<file path="src/rtl/chirp_ftw_gen.sv">
module chirp_ftw_gen #(
  parameter int FW = 48,
  parameter int RW = 16,
  parameter int OUT_LAT = 26
) (
  input  logic          clk,
  input  logic          rst_n,
  input  logic [1:0]    mode,
  input  logic          pin,
  input  logic          upd,
  input  logic [FW-1:0] delta,
  input  logic [RW-1:0] rate,
  input  logic [FW-1:0] start_word,
  input  logic [FW-1:0] word_a,
  input  logic [FW-1:0] word_b,
  output logic [FW-1:0] ftw_out
);
  localparam logic [1:0] M_SINGLE = 2'd0;
  localparam logic [1:0] M_FSK    = 2'd1;
  localparam logic [1:0] M_RAMP   = 2'd2;
  localparam logic [1:0] M_CHIRP  = 2'd3;

  logic [FW-1:0] acc_q, tgt, mag, gap, ramp_nx, src;
  logic [RW-1:0] cnt_q;
  logic          tick, up;
  logic [FW-1:0] pipe [OUT_LAT];

  assign tgt     = pin ? word_b : word_a;
  assign tick    = (cnt_q == '0);
  assign mag     = delta[FW-1] ? (~delta + 1'b1) : delta;
  assign up      = acc_q < tgt;
  assign gap     = up ? (tgt - acc_q) : (acc_q - tgt);
  assign ramp_nx = (gap <= mag) ? tgt : (up ? acc_q + mag : acc_q - mag);

  always_ff @(posedge clk or negedge rst_n) begin
    if (!rst_n) begin
      acc_q <= '0;
      cnt_q <= '0;
    end else if (upd) begin
      acc_q <= start_word;
      cnt_q <= rate;
    end else begin
      case (mode)
        M_CHIRP: begin
          if (!pin) begin
            if (tick) begin
              acc_q <= acc_q + delta;
              cnt_q <= rate;
            end else begin
              cnt_q <= cnt_q - 1'b1;
            end
          end
        end
        M_RAMP: begin
          if (tick) begin
            acc_q <= ramp_nx;
            cnt_q <= rate;
          end else begin
            cnt_q <= cnt_q - 1'b1;
          end
        end
        default: cnt_q <= rate;
      endcase
    end
  end

  always_comb begin
    case (mode)
      M_SINGLE: src = word_a;
      M_FSK:    src = tgt;
      default:  src = acc_q;
    endcase
  end

  always_ff @(posedge clk or negedge rst_n) begin
    if (!rst_n) begin
      for (int i = 0; i < OUT_LAT; i++) pipe[i] <= '0;
    end else begin
      pipe[0] <= src;
      for (int i = 1; i < OUT_LAT; i++) pipe[i] <= pipe[i-1];
    end
  end

  assign ftw_out = pipe[OUT_LAT-1];
endmodule

</file>
<file path="config.mk">
export PLATFORM = sky130hd
export DESIGN_NAME = chirp_ftw_gen
export DESIGN_NICKNAME = d
export VERILOG_FILES = /design/src/rtl/chirp_ftw_gen.sv
export SDC_FILE = /design/constraint.sdc
export NUM_CORES = 2
export LEC_CHECK = 0
export ABC_AREA = 1
export BUFFER_PORTS_ARGS = -buffer_cell sky130_fd_sc_hd__buf_4
export CORE_UTILIZATION = 42
export CTS_CLUSTER_DIAMETER = 40
export DETAILED_ROUTE_END_ITERATION = 6
export RECOVER_POWER = 25
export SYNTH_ARGS = -nofsm -noshare
export SYNTH_HDL_FRONTEND = slang
export SYNTH_SLANG_ARGS = --single-unit
export TNS_END_PERCENT = 30
</file>
<file path="constraint.sdc">
create_clock -name clk -period 6 [get_ports clk]
set_clock_uncertainty 0.1 [all_clocks]
set_input_delay 0.9 -clock clk [delete_from_list [all_inputs] [get_ports clk]]
set_output_delay 0.9 -clock clk [all_outputs]
set_load 0.01 [all_outputs]
</file>
-- Yosys cells after proc, flatten, opt, wreduce, memory -nomap -nowiden
Cells that the tools add are included.
- bits of input ports: 214
- logic and storage cells: 63
- bits in registers: 1312
- bitwise logic cells: 1
- $add $sub $neg: 7
- eq/ne operators: 6
- reductions and logical operators: 4
- mux-type cells: 15
- magnitude comparators: 2
- operators with widths (operator ; count):
    $mux W48 ; 9
    $pmux W48 S2 ; 2
    $sub A48 B48 Y48 ; 3
    $add A48 B48 Y48 ; 2
    $add A48 B1 Y48 const B ; 1
    $le A48 B48 Y1 ; 1
    $lt A48 B48 Y1 ; 1
    $mux W16 ; 3
    $not A48 Y48 ; 1
    $pmux W16 S2 ; 1
    $logic_not A16 Y1 ; 1
    $sub A16 B1 Y16 const B ; 1
    $ne A3 B3 Y1 const B ; 3
    $eq A2 B2 Y1 const B ; 2
    $reduce_and A4 Y1 ; 1
    $reduce_bool A3 Y1 ; 1
    $eq A2 B1 Y1 const B ; 1
    $logic_not A2 Y1 ; 1

-- Logic depth before layout (Yosys ltp)
- word-level depth: 9
- gate-level depth with buffers: 41

-- Least setup slack after synthesis
No wires, ideal clock.
- path kind: input-to-reg
- from: input port pin
- to: register acc_q[18]
- setup time: 0.116 ns
- stages on the path: 36
- arrival: 5.918 ns
- path slack: -0.134 ns
- cell sequence: clkbuf_1 clkbuf_1 clkbuf_1 o21ai_0 inv_1 ha_1 inv_1 fa_1 inv_1 o21ai_0 nand2_1 nand3_2 nand2_1 nand2_1 nand4_2 nand3_4 inv_2 buf_6 buf_2 nand2_1 xor2_1 ha_1 a21oi_1 nand2_1 a21boi_0 o21ai_0 inv_1 nor2_1 nor2_1 o21ai_0 a21oi_1 xnor2_1 o21ai_0 nand3_1 nand2_1 nand2_1
- cells in the longest elaborated chain, start to end: 8
- ends and longest elaborated chain (what ; RTL line ; source):
    from (decl) ; 9 ; input logic pin,
    $mux W48 ; 28 ; assign tgt = pin ? word_b : word_a;
    $sub A48 B48 Y48 / $lt A48 B48 Y1 (equally long branches) ; 32, 31 ;
    $mux W48 ; 32 ; assign gap = up ? (tgt - acc_q) : (acc_q - tgt);
    $le A48 B48 Y1 ; 33 ; assign ramp_nx = (gap <= mag) ? tgt : (up ? acc_q + mag : acc_q - mag);
    $mux W48 ; 33 ;
    $mux W48 ; 55 ; if (tick) begin
    $pmux W48 S2 ; 43 ; case (mode)
    $mux W48 ; 39 ; end else if (upd) begin
    to (signal assigned) ; 40 ; acc_q <= start_word;
    to (signal assigned) ; 47 ; acc_q <= acc_q + delta;
    to (signal assigned) ; 56 ; acc_q <= ramp_nx;
    to (decl) ; 23 ; logic [FW-1:0] acc_q, tgt, mag, gap, ramp_nx, src;
Several ways; a longest one is shown, not always the timed one. The select of a mux whose other input is x is not followed.
A chain may end at the register's enable or synchronous reset.

-- Worst setup path after layout
- from: input port pin
- to: register acc_q[4]
Same word-level chain as after synthesis.

==> results.rst <==
.. list-table::
   :header-rows: 1

   * - Metric
     - Value
   * - Run status
     - complete, but fails checks
   * - Violations in the final reports
     - negative hold slack
   * - Leakage power
     - 35.4 nW
   * - Worst VDD drop
     - around 0.28 mV
   * - Final non-filler cell area
     - around 70000 µm²
   * - Proportion of power drawn by the clock network
     - 0.304
   * - Number of synthesized flops with an enable pin
     - 0
   * - Diode count
     - 0
   * - Number of I/O port buffers
     - 261
   * - Synthesis Warnings
     - 0
   * - Via-per-instance ratio
     - 5.12
   * - Mean instance size in the synthesized netlist
     - 10.1 µm²
   * - Capturing instance or port of the critical path
     - acc_q[4]
   * - Clock tree from TritonCTS
     - yes
   * - Final weighted congestion in routability-driven placement
     - 0.964
   * - Capturing element type of the critical path
     - flop
   * - Count of cell instances traversed by the critical path
     - 38
   * - Crit path max-delay cell type
     - ha_1
   * - Starting Density
     - 0.423
   * - Final ANT Viol Nets
     - 0
   * - Syn Nets
     - between 5k and 6k
   * - Total number of nets in the final design
     - 7046
   * - Max Slew Vio Count
     - 0
   * - Sum of net half-perimeters after detailed placement
     - 153000 µm
   * - Drt initial violations
     - around 3.5k
   * - Min Hold Slack
     - -0.0264 ns
   * - Slowest Stage Delay on Critical Path
     - around 0.35 ns
   * - Worst path arrival time
     - 6.31 ns
   * - Setup violators final
     - 0
   * - Synthesis-to-layout area growth
     - 30.5%
   * - Remaining global-route overflow
     - 0
   * - Actual slew at the worst max-slew pin
     - 1.03 ns
   * - Maximum frequency from static timing analysis
     - roughly 170 MHz
   * - Clk Latency, worst-skew pair
     - 0.79 ns
   * - Cell-internal power
     - roughly 20 mW
   * - WS Path Type
     - input pin to flop
   * - Count of cell types in the netlist
     - 60
   * - Origin of the worst setup path
     - pin
   * - Max_cap viols
     - 0
   * - Placed instance area
     - roughly 65000 µm²
   * - First-pass iteration count of the detailed router
     - 6
   * - Clock period minus final worst setup slack
     - roughly 5.8 ns
   * - First-pass GRT wire length
     - 300000 µm
   * - Buffer levels on the longest clock path
     - 3
   * - Worst reg2reg endpoint
     - acc_q[4]
   * - Fraction of power spent switching nets
     - 0.355
   * - Number of placement rows
     - roughly 130
   * - Most used cell, CP
     - nand2_1
   * - Net switching power
     - 11.2 mW
   * - GRT Overall Usage
     - 0.320
   * - Placeable core area
     - 128000 µm²
   * - Full die area
     - 130000 µm²
   * - Dominant synthesized flop cell
     - dfrtp_1
   * - Classification of the worst-slack hold path
     - input pin to asynchronous set/reset pin
   * - Type of element launching the critical path
     - input pin
   * - Final number of hold-violating endpoints
     - 18
   * - Post-synthesis cell area
     - 54000 µm²
   * - Number of cells traversed by the worst register-to-register path
     - 29
   * - Proportion of power drawn by combinational gates
     - 0.349
   * - Share of post-route cells with drive strength above 1
     - 0.248
   * - Clock transition at the registers of the reported paths
     - 0.06 ns
   * - Post-detailed-route DRC marker count
     - 0
   * - Req. time, crit path
     - 6.52 ns
   * - Startpoint of the worst register-to-register path
     - acc_q[7]
   * - # clock sinks
     - 1312
   * - Cts hold-fix bufs
     - 0
   * - Total routed wirelength
     - roughly 210000 µm
   * - Count of mapped cells out of synthesis
     - around 5.3k
   * - Fraction of power consumed by sequential logic
     - 0.347
   * - Post-synth ARST share
     - 1.00
   * - DIE WIDTH
     - 360 µm
   * - Tcrit/Tclk final
     - 0.966
   * - Unrepaired setup endpoints after global routing
     - true
   * - Cell family contributing the most delay on the critical path
     - buffers and inverters
   * - Number of antenna violations at the first check in global routing
     - 6
   * - Die Y-Extent
     - 360 µm
   * - Buffer and inverter count on the worst path
     - 13
   * - Sequential area share after synthesis
     - 0.608
   * - I/O Pins
     - 262
   * - Worst slew margin
     - 0.304
   * - Flop and latch count out of synthesis
     - approximately 1.3k
   * - Number of global-route vias before repair
     - 45.4k
   * - Wire length per cell
     - 24.7 µm
   * - Total clock buffers created by CTS
     - 150
   * - Internal reg-to-reg setup slack
     - 0.37 ns
   * - Count of vias placed by the detailed router
     - approximately 43k
   * - Final TNS setup
     - 0 ns
   * - Power density over the cells
     - between 400 and 500 nW/µm²
   * - Pin count of the biggest net entering global routing
     - 169
   * - Depth of the CTS H-tree
     - 4
   * - Highest net fanout along the worst path
     - 53
   * - Root Buffer Master
     - clkbuf_16
==> synth_stat cells, types with 11 or more instances <==
library cell  count  area, µm²
a31oi_1          38        238
nor2_2           11       68.8
or2_2            22        138
inv_2            12       45.0
buf_2            17       85.1
nor4_1           18        113
nand2_2          14       87.6
buf_4            52        390
nand2_4          11        124
nand4_1          46        288
clkbuf_1         68        255
nand3b_1         14        105
inv_1           658       2470
o21ai_0         357       1790
o221ai_1         32        280
dfrtp_1        1312      32800
nor2_1          464       1740
nand3_1         235       1180
nand2_1         894       3360
xnor2_1          36        315
o21ai_1          11       55.1
o211ai_1         51        383
ha_1            241       3020
nor3_1           37        185
o21a_1           17        128
o21bai_1         17        128
a21oi_1         403       2020
a21o_1           29        218
xor2_1          114        998
==> stage by stage <==
step	hold slack, ns	std cells	setup slack (ns)	util	power, mW
after detailed placement	0.235	8091	-0.708	0.508	21.6
final	-0.0264	8367	0.204	0.552	31.6
after global routing	0.00884	8367	-0.0266	0.552	33.1
after global placement	0.231	8091	-0.710	0.508	21.5
after floorplan	0.231	5325	0.0256	-	15.6
after CTS	0.0322	8361	0.0170	0.550	31.6
==> worst reg2reg max path, delay by kind of cell, from the launching register on <==
family / cells / cell delay (ns)
flip-flops: 1 / 0.52
AO/OA/AOI/OAI: 5 / 0.91
adder cells (fa/ha/maj): 2 / 0.70
XOR/XNOR: 1 / 0.15
AND/OR/NAND/NOR: 12 / 1.85
buffers and inverters: 9 / 1.25
==> how the worst min path moves through the flow <==
stage / start / endpoint / slack [ns] / depth (start not counted)
floorplan: pipe[48] / ftw_out[0] / 0.23 / 0
global placement: pipe[621] / pipe[573] / 0.23 / 0
detailed placement: pipe[1093] / pipe[1045] / 0.23 / 0
CTS: rst_n / pipe[65] / 0.03 / 1
global route: rst_n / pipe[113] / 0.009 / 1
finish: rst_n / pipe[65] / -0.03 / 1
==> final cells by class <==
| cell class | instances | area, µm² |
|---|---|---|
| clock buffer | 205 | 4270 |
| clock inverter | 65 | 990 |
| fill | 10857 | 57100 |
| multi-input combinational | 3198 | 18100 |
| sequential | 1312 | 32800 |
| tap | 1662 | 2080 |
| timing repair buffer | 1253 | 9650 |
| inverter | 672 | 2530 |
==> registers in the layout (all words and copies together), names as in the netlist <==
name	cells
acc_q	48
cnt_q	16
ftw_out	48
pipe	1200
==> per-layer routing <==
| metal | track usage | routed length, µm |
|---|---|---|
| met3 | 0.0462 | 10400 |
| met5 | 0 | 0 |
| met4 | 0.140 | 9930 |
| met2 | 0.524 | 97900 |
| met1 | 0.424 | 88400 |
==> logic make-up after synthesis <==
group | after synthesis | share of synthesized area
AO/OA/AOI/OAI | 1009 | 0.105
XOR/XNOR | 153 | 0.0255
adder cells (fa/ha/maj) | 245 | 0.0574
buffers and inverters | 815 | 0.0611
flip-flops | 1312 | 0.608
multiplexers | 5 | 0.000927
AND/OR/NAND/NOR | 1786 | 0.141
==> placed cells by master, fill, tap and decap left out, types with 17 or more instances in the layout <==
| cell type | n |
|---|---|
| o21bai_1 | 17 |
| o21a_1 | 17 |
| nand2_1 | 885 |
| nor3_1 | 36 |
| nor2_2 | 22 |
| or2_2 | 22 |
| ha_1 | 234 |
| a21o_1 | 29 |
| nor2_1 | 451 |
| xor2_1 | 114 |
| o21ai_0 | 325 |
| o221ai_1 | 31 |
| xnor2_1 | 36 |
| a21oi_1 | 391 |
| a31oi_1 | 37 |
| clkbuf_16 | 152 |
| inv_1 | 653 |
| o211ai_1 | 51 |
| clkinv_2 | 20 |
| nand4_1 | 46 |
| o21ai_1 | 38 |
| nand2_2 | 23 |
| dfrtp_1 | 1312 |
| clkbuf_1 | 25 |
| clkbuf_8 | 29 |
| nand3_1 | 234 |
| buf_4 | 1232 |
==> power groups by stage <==
stage	Combinational, mW	Clock (mW)	Sequential, mW
5_1_grt	11.9	10.2	11.1
4_1_cts	10.7	9.83	11.0
6_report	11.0	9.59	11.0
2_1_floorplan	4.95	0	10.7
3_5_place_dp	10.6	0	11.0
3_3_place_gp	10.7	0	10.8
==> what timing repair did <==
action,in CTS,in global routing
setup endpoints to repair,21,48
pin swaps,0,8
gates cloned,0,1
gates resized for setup,2,109
buffers inserted,0,5
(Power assumes the default switching activity.)
